<file path="config.mk">
export PLATFORM = sky130hd
export DESIGN_NAME = sync_serial_shifter
export DESIGN_NICKNAME = d
export VERILOG_FILES = /design/src/rtl/ssh_pkg.sv /design/src/rtl/ssh_ctrl.sv /design/src/rtl/ssh_datapath.sv /design/src/rtl/sync_serial_shifter.sv
export SDC_FILE = /design/constraint.sdc
export NUM_CORES = 1
export LEC_CHECK = 0
export ABC_AREA = 1
export CAP_MARGIN = 30
export CELL_PAD_IN_SITES_DETAIL_PLACEMENT = 1
export CELL_PAD_IN_SITES_GLOBAL_PLACEMENT = 2
export CORE_ASPECT_RATIO = 0.8
export CORE_UTILIZATION = 30
export DETAILED_ROUTE_END_ITERATION = 10
export DONT_BUFFER_PORTS = 1
export PLACE_DENSITY_LB_ADDON = 0.1
export SYNTH_ARGS = -nofsm -noshare
export SYNTH_HDL_FRONTEND = slang
export SYNTH_SLANG_ARGS = --single-unit
</file>
<file path="constraint.sdc">
create_clock -name clk -period 1.89 [get_ports clk]
set_clock_uncertainty 0.2 [all_clocks]
set_input_delay 0.189 -clock clk [delete_from_list [all_inputs] [get_ports clk]]
set_output_delay 0.189 -clock clk [all_outputs]
set_load 0.005 [all_outputs]
</file>
<file path="src/rtl/ssh_pkg.sv">
package ssh_pkg;

  localparam int REG_W  = 8;
  localparam int MODE_W = 5;

  // Decoded view of the low mode-register bits.
  typedef struct packed {
    logic       loopIn;    // receive from own output
    logic       msbFirst;  // bit order
    logic       intClk;    // internal divider selected
    logic [1:0] rate;      // divider code
  } shift_mode_t;

  // Strobes from control to datapath, at most one edge event per cycle.
  typedef struct packed {
    logic load;  // transmit write accepted
    logic rise;  // sample a received bit
    logic fall;  // present the next transmit bit
    logic last;  // eighth rise, latch the received byte
  } shift_strobe_t;

endpackage

</file>
<file path="src/rtl/ssh_ctrl.sv">
module ssh_ctrl
  import ssh_pkg::*;
#(
  parameter int DATA_W      = 8,
  parameter int BASE_DIV    = 4,
  parameter int SYNC_STAGES = 2
) (
  input  logic              clk,
  input  logic              rstN,
  input  logic              modeWe,
  input  logic [REG_W-1:0]  modeWData,
  input  logic              txWe,
  input  logic              extSclk,
  output logic [REG_W-1:0]  modeRData,
  output shift_mode_t       mode,
  output shift_strobe_t     strb,
  output logic              sclkOut,
  output logic              done
);

  localparam int NUM_RATES = 4;
  localparam int MAX_HALF  = BASE_DIV << (NUM_RATES - 1);
  localparam int HALF_W    = $clog2(MAX_HALF);
  localparam int CNT_W     = $clog2(DATA_W) + 1;
  localparam logic [REG_W-1:0] WRITE_MASK = REG_W'((1 << MODE_W) - 1);

  // Mode register: unimplemented top bits are forced to zero on write.
  logic [REG_W-1:0] regQ;
  logic [REG_W-1:0] regNext;
  shift_mode_t      modeNext;

  assign regNext  = modeWe ? (modeWData & WRITE_MASK) : regQ;
  assign modeNext = shift_mode_t'(regNext[MODE_W-1:0]);

  always_ff @(posedge clk or negedge rstN) begin
    if (!rstN) regQ <= '0;
    else       regQ <= regNext;
  end

  assign mode      = shift_mode_t'(regQ[MODE_W-1:0]);
  assign modeRData = regQ;

  // Half-period limits for each divider code.
  logic [HALF_W-1:0] limTab [NUM_RATES];
  for (genvar g = 0; g < NUM_RATES; g++) begin : g_lim
    localparam int HALF = (g == 0) ? (BASE_DIV / 2) : (BASE_DIV << g);
    assign limTab[g] = HALF_W'(HALF - 1);
  end

  // External clock synchroniser plus one history stage for edge detect.
  logic [SYNC_STAGES:0] syncQ;
  always_ff @(posedge clk or negedge rstN) begin
    if (!rstN) syncQ <= '1;
    else       syncQ <= {syncQ[SYNC_STAGES-1:0], extSclk};
  end

  logic extLevel, extPrev, extRise, extFall;
  assign extLevel = syncQ[SYNC_STAGES-1];
  assign extPrev  = syncQ[SYNC_STAGES];
  assign extRise  = extLevel & ~extPrev;
  assign extFall  = ~extLevel & extPrev;

  // Transfer state.
  logic              busy;
  logic              sclkReg;
  logic [HALF_W-1:0] halfCnt;
  logic [CNT_W-1:0]  bitCnt;
  logic              tick;
  logic              edgeRise, edgeFall;

  assign tick     = busy & mode.intClk & (halfCnt == limTab[mode.rate]);
  assign edgeRise = mode.intClk ? (tick & ~sclkReg) : (busy & extRise);
  assign edgeFall = mode.intClk ? (tick &  sclkReg) : (busy & extFall);

  always_comb begin
    strb.load = txWe;
    strb.rise = ~txWe & edgeRise;
    strb.fall = ~txWe & edgeFall & (bitCnt != '0);
    strb.last = strb.rise & (bitCnt == CNT_W'(DATA_W - 1));
  end

  always_ff @(posedge clk or negedge rstN) begin
    if (!rstN) begin
      busy    <= 1'b0;
      sclkReg <= 1'b1;
      halfCnt <= '0;
      bitCnt  <= '0;
      done    <= 1'b0;
    end else if (txWe) begin
      busy    <= 1'b1;
      sclkReg <= ~modeNext.intClk;
      halfCnt <= '0;
      bitCnt  <= '0;
      done    <= 1'b0;
    end else begin
      if (busy && mode.intClk) begin
        if (tick) begin
          halfCnt <= '0;
          sclkReg <= ~sclkReg;
        end else begin
          halfCnt <= halfCnt + 1'b1;
        end
      end
      if (strb.last) begin
        busy   <= 1'b0;
        bitCnt <= '0;
        done   <= 1'b1;
      end else if (strb.rise) begin
        bitCnt <= bitCnt + 1'b1;
      end
    end
  end

  assign sclkOut = mode.intClk ? sclkReg : extLevel;

  // an internally clocked transfer starts with the clock low
  p_load_low_r4: assert property (@(posedge clk) disable iff (!rstN)
    (txWe && modeNext.intClk) |=> !sclkReg);

  // the internal clock is high when a transfer ends
  p_idle_high_r4: assert property (@(posedge clk) disable iff (!rstN)
    ($fell(busy) && mode.intClk) |-> sclkReg);

  // never more than eight sampled bits per transfer
  p_cnt_bound_r8: assert property (@(posedge clk) disable iff (!rstN)
    bitCnt < CNT_W'(DATA_W));

  // one edge event at most per cycle
  p_one_event_r5: assert property (@(posedge clk) disable iff (!rstN)
    $onehot0({strb.load, strb.rise, strb.fall}));

  // a write clears the flag, the last rise sets it, otherwise it holds
  p_done_clear_r9: assert property (@(posedge clk) disable iff (!rstN)
    txWe |=> !done);
  p_done_set_r9: assert property (@(posedge clk) disable iff (!rstN)
    strb.last |=> done);
  p_done_hold_r9: assert property (@(posedge clk) disable iff (!rstN)
    (done && !txWe) |=> done);

endmodule

</file>
<file path="src/rtl/ssh_datapath.sv">
module ssh_datapath
  import ssh_pkg::*;
#(
  parameter int DATA_W = 8
) (
  input  logic              clk,
  input  logic              rstN,
  input  shift_strobe_t     strb,
  input  logic              msbFirst,
  input  logic              loopIn,
  input  logic [DATA_W-1:0] txData,
  input  logic              serIn,
  output logic              serOut,
  output logic [DATA_W-1:0] rxData
);

  logic [DATA_W-1:0] txShift;
  logic [DATA_W-1:0] rxShift;
  logic [DATA_W-1:0] rxNext;
  logic              inBit;

  assign serOut = msbFirst ? txShift[DATA_W-1] : txShift[0];
  assign inBit  = loopIn ? serOut : serIn;
  assign rxNext = msbFirst ? {rxShift[DATA_W-2:0], inBit}
                           : {inBit, rxShift[DATA_W-1:1]};

  always_ff @(posedge clk or negedge rstN) begin
    if (!rstN) begin
      txShift <= '1;
    end else if (strb.load) begin
      txShift <= txData;
    end else if (strb.fall) begin
      txShift <= msbFirst ? {txShift[DATA_W-2:0], 1'b1}
                          : {1'b1, txShift[DATA_W-1:1]};
    end
  end

  always_ff @(posedge clk or negedge rstN) begin
    if (!rstN) begin
      rxShift <= '0;
      rxData  <= '0;
    end else if (strb.rise) begin
      rxShift <= rxNext;
      if (strb.last) rxData <= rxNext;
    end
  end

  // transmit bits move only on a falling-edge or load strobe
  p_tx_hold_r5: assert property (@(posedge clk) disable iff (!rstN)
    (!strb.fall && !strb.load) |=> $stable(txShift));

  // the received byte only changes at the eighth rise
  p_rx_hold_r6: assert property (@(posedge clk) disable iff (!rstN)
    !strb.last |=> $stable(rxData));

endmodule

</file>
<file path="src/rtl/sync_serial_shifter.sv">
module sync_serial_shifter
  import ssh_pkg::*;
#(
  parameter int DATA_W      = 8,
  parameter int BASE_DIV    = 4,
  parameter int SYNC_STAGES = 2
) (
  input  logic              clk,
  input  logic              rstN,
  input  logic              modeWe,
  input  logic [REG_W-1:0]  modeWData,
  output logic [REG_W-1:0]  modeRData,
  input  logic              txWe,
  input  logic [DATA_W-1:0] txData,
  input  logic              extSclk,
  input  logic              serIn,
  output logic              sclkOut,
  output logic              serOut,
  output logic [DATA_W-1:0] rxData,
  output logic              done
);

  shift_mode_t   mode;
  shift_strobe_t strb;

  ssh_ctrl #(
    .DATA_W(DATA_W), .BASE_DIV(BASE_DIV), .SYNC_STAGES(SYNC_STAGES)
  ) ctrl_i (
    .clk(clk), .rstN(rstN),
    .modeWe(modeWe), .modeWData(modeWData), .txWe(txWe), .extSclk(extSclk),
    .modeRData(modeRData), .mode(mode), .strb(strb),
    .sclkOut(sclkOut), .done(done)
  );

  ssh_datapath #(.DATA_W(DATA_W)) dp_i (
    .clk(clk), .rstN(rstN), .strb(strb),
    .msbFirst(mode.msbFirst), .loopIn(mode.loopIn),
    .txData(txData), .serIn(serIn),
    .serOut(serOut), .rxData(rxData)
  );

endmodule

</file>
* Yosys cells after proc, flatten, opt, wreduce, memory -nomap -nowiden
Index checks and enable logic that the tools add are counted.
** Operators by class
- Mux-type cells :: 26
- Reductions and logical operators :: 9
- $lt $le $gt $ge :: 1
- Equality and inequality tests :: 2
- Add/subtract/negate cells :: 2
- Bitwise operators :: 18
** Operators with widths (number)
- 8-bit two-way mux :: 4
- 5-bit two-way mux :: 5
- 1-bit AND :: 12
- 1-bit two-way mux :: 12
- 4-bit two-way mux :: 3
- 5-bit binary-select mux with 2-bit select :: 1
- 2-bit nonzero test :: 4
- 5-bit by 1-bit adder with 5-bit output, second input constant :: 1
- 5-bit equality test :: 1
- 1-bit inverter :: 5
- 4-bit by 1-bit adder with 4-bit output, second input constant :: 1
- 4-bit by 3-bit equality test with 1-bit output, second input constant :: 1
- 2-bit AND reduction :: 2
- 4-bit nonzero test :: 1
- 3-bit >= comparator, second input constant :: 1
- 3-bit two-way mux :: 1
- 2-bit inverter with 3-bit output :: 1
- 3-bit nonzero test :: 1
- 1-bit logical AND :: 1
** Word-level totals
- Input port bits :: 22
- Logic and storage cells :: 69
- Register bits after elaboration :: 44
- Output and inout port bits :: 19

* Logic depth before layout (Yosys ltp)
Gate-level depths: netlist of run 1.
- Depth after elaboration :: 12
- Mapped depth :: 11
- Gate-level depth less buffers :: 11

* Modules after synthesis
From an unflattened synthesis of run 1, not the netlist that was laid out.
** Second synthesis, totals
- Cell total of the unflattened synthesis :: 279
- Area, all modules :: 2394.8 um2
** By module, submodules not included
- ssh_datapath :: times used 1, sequential area each 610.6 um2, area an instance 1252.5 um2, cells an instance 148
- ssh_ctrl :: times used 1, sequential area each 505.5 um2, area an instance 1142.3 um2, cells an instance 131

* Worst setup path after synthesis of run 1
OpenSTA, ideal clock, no wires.
- Path kind :: register to register
- Start point :: reg ctrl_i.regQ[2], in the netlist ctrl_i.modeRData[2]
- End point :: reg dp_i.rxShift[5]
- Data required time :: 1566 ps
- Cell stages (with the launch flop) :: 12
- Library setup time :: 124 ps
- Period minus slack after synthesis :: 1736 ps
- Arrival time :: 1412 ps
- Slack :: 154 ps
- Buffers on the path :: 2
- Path through :: dfrtp_1 > buf_6 > nand2_2 > clkinv_2 > nand2_1 > nor2_2 > nand3_2 > a21oi_4 > inv_2 > buf_6 > nand2_2 > o21ai_2
** Between the ends
- Cells in the longest elaborated chain, start to end :: 5
** RTL lines
- from (decl) :: line ssh_ctrl.sv:28 : logic [REG_W-1:0] regQ;
- from (signal assigned) :: line ssh_ctrl.sv:37 : else regQ <= regNext;
- 1-bit AND (2 in a row) :: line ssh_ctrl.sv:71 : assign tick = busy & mode.intClk & (halfCnt == limTab[mode.rate]);
- 1-bit AND :: line ssh_ctrl.sv:72 : assign edgeRise = mode.intClk ? (tick & ~sclkReg) : (busy & extRise);
- 1-bit two-way mux * :: line ssh_ctrl.sv:72
- 1-bit AND * :: line ssh_ctrl.sv:77 : strb.rise = ~txWe & edgeRise;
- to (signal assigned) :: line ssh_datapath.sv:43 : rxShift <= rxNext;
- to (decl) :: line ssh_datapath.sv:18 : logic [DATA_W-1:0] rxShift;
Mark *: on every way between the ends. The rest lies on a longest branch, timed or not.
A chain may end at the register's enable or synchronous reset.

* Worst setup path in the final report of run 1
- Start point :: reg ctrl_i.halfCnt[2]
- End point :: reg ctrl_i.bitCnt[0]
** Between the ends
- Cells in the longest elaborated chain, start to end :: 8
- Elaborated cells on any way between the ends :: 9
- Classes of those cells :: eq/ne (1); mux (3); bitwise (4); reduce/logical (1)
** RTL lines
- from (decl) :: line ssh_ctrl.sv:66 : logic [HALF_W-1:0] halfCnt;
- from (signal assigned) :: line ssh_ctrl.sv:101 : halfCnt <= halfCnt + 1'b1;
- 5-bit equality test * :: line ssh_ctrl.sv:71
- 1-bit AND * :: line ssh_ctrl.sv:71
- 1-bit AND * :: line ssh_ctrl.sv:72
- 1-bit two-way mux * :: line ssh_ctrl.sv:72
- 1-bit AND * :: line ssh_ctrl.sv:77
- 1-bit AND :: line ssh_ctrl.sv:79 : strb.last = strb.rise & (bitCnt == CNT_W'(DATA_W - 1));
- 4-bit two-way mux :: line ssh_ctrl.sv:104 : if (strb.last) begin
- 4-bit two-way mux :: line ssh_ctrl.sv:89 : end else if (txWe) begin
- to (signal assigned) :: line ssh_ctrl.sv:109 : bitCnt <= bitCnt + 1'b1;
- to (decl) :: line ssh_ctrl.sv:67 : logic [CNT_W-1:0] bitCnt;
Marks and branches as above.

==> results.md, run 1 <==
- Post-synth cell types: 33
- Critical path type: flip-flop to flip-flop
- Final worst slack: ~0.084 ns
- Power Dens Cells: between 800 and 900 nW/µm²
- Adder-Cell Fraction of Synth Area: under 10%
- Filler cell count: around 850
- Sequential fraction of the synthesis area: between 40% and 50%
- Top FF cell, synth: dfrtp_1
- Nets: 317
- CTS Buf Count: 5
- CTS tree: built
- NetSw: 0.000798 W
- Skew-Pair Late Insertion Delay: 0.30 ns
- # IOs: 41
- GRT overflow: 0
- Met1 GRT Util: between 20% and 30%
- CP max FO: 5
- Die width: just under 100 µm
- Core area: 7090 µm²
- Die area: 7910 µm²
- Final hold vios: 0
- Largest family of logic cells by synthesized area: simple AND/OR/NAND/NOR gates
- Largest net degree at the start of global routing: 45
- Post-Synth XOR/XNOR Area: 1.55%
- Top delay family on crit path: simple AND/OR/NAND/NOR gates
- Clk root buf: clkbuf_8
- Die H: ~80 µm
- RSZ-0062 raised after global routing: yes
- Vias in the first global route: between 1500 and 2000
- Routed WL: 5.79 mm
- Synth Cell Area: around 2300 µm²
- Initial antenna violation count: 0
- CP max-delay cell: dfrtp_1
- Antenna viol nets, final: 0
- Power, Total: about 0.0024 W
- Share of the synthesized area in the top cell type: a little over a third
- Placed Area: approximately 2400 µm²
- Area Overhead vs Synth: 19.9%
- PortBufs: 0
- Tcrit/Tclk final: ~96%
- Status: complete, no violations
- Async SR Flop Fraction: 100%
- Post-Place Setup Slack: 0.0223 ns
- YS warnings: 0
- Simple-gate share of the synthesized area: roughly 24%
- Fin area: between 2000 and 3000 µm²
- Peak supply drop: approximately 0.43 mV
- N_diodes: 0
- DR iter-0 viols: 65
- #FFs+latches synth: 44
- Starting density of the core: 31.9%
- EDFF count, synth: 0
- Max Cap Viol: 0
- Finish-stage setup viols: 0
- Layout cells sized above 1: a little under a quarter
- Worst EP required: about 1.9 ns
- Peak Freq: ~550 MHz
- CTS sink count: 44
- Top cells by area, synth: dfrtp_1, nand2_1, dfstp_2
- CP bufs+invs: 2
- Arrival @ worst endpoint: 1.81 ns
- First-pass GRT wire length: 9.67 mm
- Remaining DRCs: 0
- Synth Area in Compound Gates: a little under an eighth
- Crit path largest cell delay: between 0.4 and 0.5 ns
- Leakage: ~1.3 nW
- Pins Over Slew Limit: 0
- Row count: 27
- Multiplexer share of the synthesized area: under 10%
- Total number of vias: roughly 1800
- Internal: 0.00162 W
- GRT met2 Usage: a little under a quarter
- DR pass1 iterations: 3
- Final min period: around 1.8 ns
- Gpl congestion: approximately 0.74
- Commonest non-fill, non-tap cells in the layout: nand2_1, dfrtp_1, inv_1, dlygate4sd3_1
- Sequential Power Share: about half
- Post-Syn Instances: around 270
- GR Util met3: between 4 and 5%
- Most frequent CP cell: nand2_1
- Worst Hold Slack: roughly 0.12 ns
- Register area: roughly 1100 µm²
- Clock Power Share: a little over a quarter
- Critical path launch point type: flip-flop
- H-tree levels: 2
- DP HPWL: between 3 and 4 mm
- Setup crit end kind: flip-flop
- Multi-input gate area: 1020 µm²
- DR vias/cell: roughly 4.8
- Switching power share of the total: 33.0%
- Comb pwr share: 22.5%
- Gr usage total: 15.9%
- Avg Inst Size Synth: around 8.5 µm²
- Wire per inst: around 15 µm
- Worst-path cell chain: inv_1 > nand2_2 > nand2_1 > nand2_1 > nor2_2 > nand3_2 > a21oi_4 > buf_6 > nor2_4 > nand2_1 > nand2_1
- Hold Crit Class: input pin to flip-flop
- Global routing's busiest layer: met1
- Commonest non-fill, non-tap cell in the layout: nand2_1
- Worst-path clk slew: about 0.09 ns
- Max Root-Sink Buffers: 2
- Aggregate negative setup slack: 0 ns
- Cell accounting for the most synthesized area: dfrtp_1
[Yosys cell counts, drive strengths merged, types with 4 or more instances]
cell type and count:
a31oi 5, dfstp 12, dfrtp 32, o21ai 31
a21oi 6, nand3 14, nor2 17, inv 20
nand2 92, buf 11, xor2 4, mux2i 6
[stage by stage]
| stage | cells | util [%] |
|---|---|---|
| floorplan | 269 | - |
| global placement | 351 | 33.2 |
| detailed placement | 351 | 33.2 |
| CTS | 377 | 37.3 |
| global route | 380 | 38.3 |
| finish | 380 | 38.3 |
[power groups by stage]
stage               Clock [W]  Sequential (W)  Combinational, W
floorplan                   0         0.00119          0.000394
detailed placement          0         0.00123          0.000468
finish               0.000661         0.00121          0.000543
global route         0.000716         0.00123          0.000627
CTS                  0.000700         0.00121          0.000532
global placement            0         0.00123          0.000461
[worst paths after layout]
kind	startpoint	to	slack (ns)	depth (start not counted)
setup / recovery	ctrl_i.halfCnt[2]	ctrl_i.bitCnt[0]	0.08	11
min in group asynchronous	rstN	ctrl_i.bitCnt[2]	0.17	2
hold / removal	serIn	dp_i.rxShift[7]	0.12	4
max in group asynchronous	rstN	ctrl_i.sclkReg	1.02	2
setup reg to reg	ctrl_i.halfCnt[2]	ctrl_i.bitCnt[0]	0.08	11
hold reg to reg	ctrl_i.syncQ[0]	ctrl_i.syncQ[1]	0.16	0
[what timing repair did]
item / 4_1_cts / 5_1_grt
hold buffers: 18 / 0
endpoints found under the hold margin: 66 / 0
resized for setup: 0 / 16
setup endpoints to repair: 0 / 33
buffers inserted: 0 / 2
[cell families (layout without fill, tap and decap cells)]
| family | after synthesis | in the layout |
|---|---|---|
| fa+ha+maj | 3 | 3 |
| simple gates | 128 | 129 |
| buf+inv | 36 | 59 |
| flops | 44 | 44 |
| mux | 8 | 8 |
| other cells | 1 | 3 |
| xor+xnor | 4 | 4 |
| compound gates | 43 | 43 |
[routing by layer]
metal	routed length [µm]	vias to the layer above
met5	0	-
met1	3040	870
met2	2470	30
met4	52	0
met3	229	7
li1	-	901
[worst min-delay path, delay by kind of cell]
kind            cells  cell delay, ns
mux                 1            0.12
compound gates      2            0.24
simple gates        1            0.03
[layout make-up]
| class | instances | area share [%] |
|---|---|---|
| Clock inverter | 2 | 0.553 |
| Sequential cell | 44 | 41.2 |
| Inverter | 22 | 3.18 |
| Tap cell | 87 | 4.01 |
| Multi-Input combinational cell | 190 | 37.6 |
| Timing Repair Buffer | 29 | 10.5 |
| Clock buffer | 6 | 3.04 |
[registers in the layout, indices dropped and copies added, names as in the netlist, 3 cells and up]
register          flops
dp_i.rxShift          8
ctrl_i.syncQ          3
ctrl_i.modeRData      5
ctrl_i.halfCnt        5
ctrl_i.bitCnt         4
dp_i.rxData           8
dp_i.txShift          8
Power figures use the tool's default switching activity.
==> inputs of run 2 (changes only) <==
==> constraint.sdc (replaced) <==
create_clock -name clk -period 1.89 [get_ports clk]
set_clock_uncertainty 0.2 [all_clocks]
set_input_delay 0.189 -clock clk [delete_from_list [all_inputs] [get_ports clk]]
set_output_delay 0.189 -clock clk [all_outputs]
set_load 0.05 [all_outputs]
==> run 2 against run 1 <==
  * First-iteration DRC count shrank 43%
  * Worst setup slack gained 0.028 ns
  * Sequential cell count did not move
  * Global-route usage up 0.057 points
  * Sequential power about the same
  * Core utilization up 2.4 points
  * Clock power decreased by 1%
  * Hold slack got worse by 0.087 ns
  * Register-to-register slack better by 0.04 ns
  * Combinational power up 29%
  * Critical path type is now flip-flop to output pin
==> results.md, run 2 (synthesis results as in run 1) <==
- Status: complete, no violations
- Met2 WL: 2.58 mm
- Arrival @ worst endpoint: about 1.4 ns
- Tcrit/Tclk final: ~94%
- Largest regs: dp_i.rxData (8), dp_i.rxShift (8), dp_i.txShift (8)
- Met1 wire length: 3.07 mm
- PortBufs: 0
- Worst EP required: 1.50 ns
- Row count: 27
- First-pass GRT wire length: 9.52 mm
- Skew-Pair Late Insertion Delay: roughly 0.3 ns
- Vias in the first global route: 1899
- Top delay family on crit path: flip-flops
- Gpl congestion: between 0.6 and 0.7
- CTS tree: built
- Aggregate negative setup slack: 0 ns
- Routed WL: roughly 5.9 mm
- CP max-delay cell: dfrtp_2
- Register area: between 1000 and 1500 µm²
- Layout cells sized above 1: a little over a quarter
- Die H: 79.7 µm
- RSZ-0062 raised after global routing: yes
- Finish-stage setup viols: 0
- CTS sink count: 44
- Starting density of the core: about a third
- Gr usage total: about 16%
- H-tree levels: 2
- Final min period: around 1.8 ns
- Nets: 329
- Setup crit end kind: output pin
- Final worst slack: about 0.11 ns
- Pins Over Slew Limit: 0
- Critical path type: flip-flop to output pin
- Highest Signal Layer: met4
- DP HPWL: between 3 and 4 mm
- Core area: between 7000 and 8000 µm²
- Area Overhead vs Synth: 27.3%
- N_diodes: 0
- CP max FO: 6
- DR pass1 iterations: 4
- Clk root buf: clkbuf_8
- Post-Place Setup Slack: approximately 0.0016 ns
- DR iter-0 viols: 37
- Die area: 7910 µm²
- Die width: 99.2 µm
- Peak supply drop: between 0.3 and 0.4 mV
- Max Root-Sink Buffers: 2
- Worst-path clk slew: about 0.090 ns
- Wire per inst: ~15 µm
- CTS Buf Count: 5
- Max Cap Viol: 0
- Commonest non-fill, non-tap cell in the layout: nand2_1
- Layout Utilization: between 40% and 50%
- CP bufs+invs: 2
- Crit path largest cell delay: between 0.4 and 0.5 ns
- DR vias/cell: roughly 4.7
- Hold Crit Class: input pin to flip-flop
- Peak Freq: between 500 and 600 MHz
- Antenna viol nets, final: 0
- Commonest non-fill, non-tap cells in the layout: nand2_1, dfrtp_1, dlygate4sd3_1, inv_1, buf_4
- GRT overflow: 0
- Initial antenna violation count: 0
- Total number of vias: between 1500 and 2000
- Multi-input gate area: about 1100 µm²
- Largest net degree at the start of global routing: 45
- Remaining DRCs: 0
- Power Dens Cells: roughly 890 nW/µm²
- Leakage: roughly 1.4 nW
- Critical path launch point type: flip-flop
- Met3 Wirelength: between 150 and 200 µm
- Final hold vios: 0
- Worst-path cell chain: buf_4 > a21oi_1 > buf_4
- Most frequent CP cell: buf_4
- # IOs: approximately 40
- Filler cell count: around 850
run 2: cell count changes in the layout (fill, tap and decap cells not counted), sizes merged:
cell,change
buf,+8
dlygate4sd3,+3
nand3b,+1
run 2: cell type report:
class                      count  area share, %
timing repair buffer          40           14.1
inverter                      22           2.99
sequential                    44           38.9
clock inverter                 2          0.520
multi-input combinational    191           36.9
clock buffer                   6           2.86
tap                           87           3.77
run 2: layer usage:
metal / global-route usage (%) / vias up
li1: - / 932
met1: 22.6 / 888
met2: 24.4 / 29
met3: 3.59 / 8
met4: 4.85 / 0
met5: 0 / -
run 2: where the power goes:
part           leakage [nW]  internal [W]  switching (W)
sequential            0.544       0.00110       0.000116
combinational         0.774      0.000284       0.000417
clock                0.0434      0.000297       0.000356
run 2: timing repair:
item,4_1_cts,5_1_grt
endpoints found under the hold margin,66,0
resized for setup,3,23
hold buffers,21,0
setup buffers,0,5
gates cloned,1,1
endpoints found under the setup margin,7,33
pin swaps,0,6
run 2: metrics by stage:
step	cells	total power [W]	area, µm²	hold WS (ns)
after floorplan	269	0.00166	2280	-0.307
after global placement	356	0.00179	2420	-0.305
after detailed placement	356	0.00180	2420	-0.305
after CTS	386	0.00256	2770	0.0104
after global routing	392	0.00274	2890	0.0302
final	392	0.00257	2890	0.0307
run 2: worst reg2reg max path: stages, from the launching register on:
cell,delay [ns]
dfrtp_2,0.45
inv_2,0.06
nand2_2,0.05
nand2_2,0.05
nand2_2,0.06
nor2_4,0.16
nand3_4,0.12
a21oi_4,0.20
buf_6,0.16
nor2_4,0.04
nand2_1,0.06
nand2_1,0.05
run 2: worst paths after layout:
check	startpoint	to	slack, ns	depth (start not counted)
worst max-delay path	ctrl_i.modeRData[2]	sclkOut	0.11	3
worst min-delay path	txWe	ctrl_i.bitCnt[3]	0.03	3
max in group asynchronous	rstN	ctrl_i.sclkReg	1.03	2
worst max register to register	ctrl_i.halfCnt[2]	ctrl_i.bitCnt[3]	0.12	11
min in group asynchronous	rstN	ctrl_i.bitCnt[2]	0.16	2
worst min register to register	ctrl_i.syncQ[0]	ctrl_i.syncQ[1]	0.16	0
==> inputs of run 3 (changes only) <==
--- a/config.mk
+++ b/config.mk
@@ -10,6 +10,7 @@
 export CELL_PAD_IN_SITES_DETAIL_PLACEMENT = 1
 export CELL_PAD_IN_SITES_GLOBAL_PLACEMENT = 2
 export CORE_ASPECT_RATIO = 0.8
+export CORE_MARGIN = 4
 export CORE_UTILIZATION = 30
 export DETAILED_ROUTE_END_ITERATION = 10
 export DONT_BUFFER_PORTS = 1
==> run 3 against run 2 <==
  * Combinational power is 8.6% lower
  * Wire length is 0.46% lower
  * Register-to-register slack lost 0.03 ns
  * Clock-buffer cell count unchanged
  * Sequential share of layout area grew 1.2 points
  * Global-route usage fell by 2.6 points
  * Largest cell class unchanged
  * Sequential power hardly changed
  * First-iteration DRC count rose by 51%
  * Sequential cell count unchanged
  * Core utilization is 2.6 points lower
==> results.md, run 3 (synthesis results as in run 1) <==
- Critical Path Stages: 10
- Critical path launch point type: flip-flop
- Routed WL: ~5.9 mm
- Final min period: between 1.5 and 2 ns
- Pins Over Slew Limit: 0
- DP HPWL: 3.87 mm
- Layout Utilization: a little under two fifths
- Leakage: roughly 1.3 nW
- Largest net degree at the start of global routing: 45
- Die H: ~86 µm
- Peak supply drop: about 0.42 mV
- CTS sink count: 44
- NetSw: around 0.00084 W
- Worst-path cell chain: inv_1 > nand2_1 > nand2_1 > nand2_1 > nor2_2 > nand3_2 > a21oi_4 > inv_2 > nand2_1 > o21ai_2
- Switching power share of the total: 31.0%
- CP max-delay cell: dfrtp_1
- Comb pwr share: 23.6%
- PortBufs: 0
- Hold Crit Endpoint: dp_i.rxShift[0]
- Arrival @ worst endpoint: about 1.8 ns
- Vias in the first global route: 1896
- Hold Crit Class: input pin to flip-flop
- Finish-stage setup viols: 0
- DR vias/cell: ~4.7
- Final worst slack: about 0.094 ns
- First-pass GRT wire length: roughly 9.5 mm
- Post-Place Setup Slack: ~0.022 ns
- Internal: 0.00187 W
- Worst EP required: approximately 1.9 ns
- Skew-Pair Late Insertion Delay: approximately 0.30 ns
- Gr usage total: a little over an eighth
- Hold Path Stages: 4
- Layout cells sized above 1: between 20% and 30%
- Commonest non-fill, non-tap cells in the layout: nand2_1, dfrtp_1, inv_1, dlygate4sd3_1, buf_4
- Area Overhead vs Synth: 23.5%
- CP max FO: 16
- Placed Area: around 2400 µm²
- Hold Startpoint: serIn
- Clock Power Share: 31.8%
- Total number of vias: 1814
- CTS tree: built
- Critical R2R Launch: ctrl_i.halfCnt[1]
- Row count: 28
- Peak Freq: 557 MHz
- N_diodes: 0
- Crit path largest cell delay: 0.42 ns
- Max_slew headroom: between 60% and 70%
- Antenna viol nets, final: 0
- Setup crit end kind: flip-flop
- DR iter-0 viols: 56
- Pin slew with the least headroom to its limit: about 0.50 ns
- Core area: about 7400 µm²
- Status: complete, no violations
- DR pass1 iterations: 4
- Die width: about 110 µm
- Clk root buf: clkbuf_8
- Initial antenna violation count: 0
- Tcrit/Tclk final: 95.0%
- Remaining DRCs: 0
- # IOs: between 40 and 50
- Commonest non-fill, non-tap cell in the layout: nand2_1
- Sequential Power Share: 44.6%
- Fin area: 2800 µm²
- CTS Buf Count: 5
- Top delay family on crit path: simple AND/OR/NAND/NOR gates
- Largest regs: dp_i.rxData (8), dp_i.rxShift (8), dp_i.txShift (8)
- Die area: roughly 9000 µm²
- GRT overflow: 0
- Nets: around 320
- R2R cell count: 10
- Most frequent CP cell: nand2_1
- Gpl congestion: 0.687
- RSZ-0062 raised after global routing: yes
- Final hold vios: 0
- Max Root-Sink Buffers: 2
- Max Cap Viol: 0
- Power Dens Cells: between 900 and 1000 nW/µm²
- Wire per inst: 15.1 µm
- H-tree levels: 2
- Worst Hold Slack: roughly 0.14 ns
- Starting density of the core: between 30 and 40%
- Worst reg-to-reg setup slack: approximately 0.094 ns
- CP bufs+invs: 2
- Critical path type: flip-flop to flip-flop
- Capturing point of the worst reg2reg path: dp_i.rxShift[1]
- Worst-path clk slew: 0.09 ns
-- run 3: changes by cell type in the layout (fill, tap and decap cells not counted), sizes merged --
cell,before,now
buf,20,16
bufinv,0,2
clkinvlp,2,0
dlygate4sd3,20,18
nand3b,3,2
-- run 3: cell type report --
type | instances | area, µm²
fill | 880 | 4560
sequential | 44 | 1120
multi-input combinational | 190 | 1020
timing repair buffer | 34 | 333
tap | 90 | 113
inverter | 22 | 83.8
clock buffer | 6 | 72.6
clock inverter | 2 | 60.1
-- run 3: worst register-to-register path, stage by stage (launching register included) --
cell,delay (ns)
dfrtp_1,0.42
inv_1,0.08
nand2_1,0.06
nand2_1,0.05
nand2_1,0.06
nor2_2,0.15
nand3_2,0.15
a21oi_4,0.17
inv_2,0.18
nand2_1,0.12
o21ai_2,0.05
-- run 3: per-stage QoR --
stage               TNS [ns]  cells  power, W
finish                     0    388   0.00271
global route          -0.359    388   0.00290
CTS                        0    383   0.00275
detailed placement         0    357   0.00179
global placement           0    357   0.00179
floorplan            -0.0311    269   0.00166
-- run 3: power by group through the flow --
stage | combinational [W] | clock [W] | sequential, W
6_report | 0.000641 | 0.000862 | 0.00121
5_1_grt | 0.000729 | 0.000934 | 0.00124
4_1_cts | 0.000634 | 0.000898 | 0.00121
3_5_place_dp | 0.000565 | 0 | 0.00123
3_3_place_gp | 0.000560 | 0 | 0.00123
2_1_floorplan | 0.000444 | 0 | 0.00121
-- run 3: layer usage --
metal | vias to the layer above | global-route usage (%) | part of all wire [%]
li1 | 912 | - | -
met1 | 865 | 18.3 | 52
met2 | 32 | 20.2 | 42
met3 | 5 | 4.06 | 4.6
met4 | 0 | 4.29 | 0.99
met5 | - | 0 | 0
-- run 3: what timing repair did --
action / CTS / global route
endpoints found under the setup margin: 0 / 31
hold endpoints to repair: 66 / 1
gates resized for setup: 0 / 9
hold buffers: 18 / 2
buffers inserted: 0 / 3
-- run 3: how the worst max path moves through the flow --
stage	startpoint	to	slack [ns]
2_1_floorplan	ctrl_i.modeRData[2]	dp_i.rxShift[5]	-0.01
3_3_place_gp	ctrl_i.modeRData[1]	ctrl_i.bitCnt[3]	0.03
3_5_place_dp	ctrl_i.modeRData[1]	dp_i.rxData[2]	0.02
4_1_cts	ctrl_i.modeRData[1]	ctrl_i.bitCnt[2]	0.0007
5_1_grt	ctrl_i.halfCnt[1]	dp_i.rxShift[1]	-0.04
6_report	ctrl_i.halfCnt[1]	dp_i.rxShift[1]	0.09
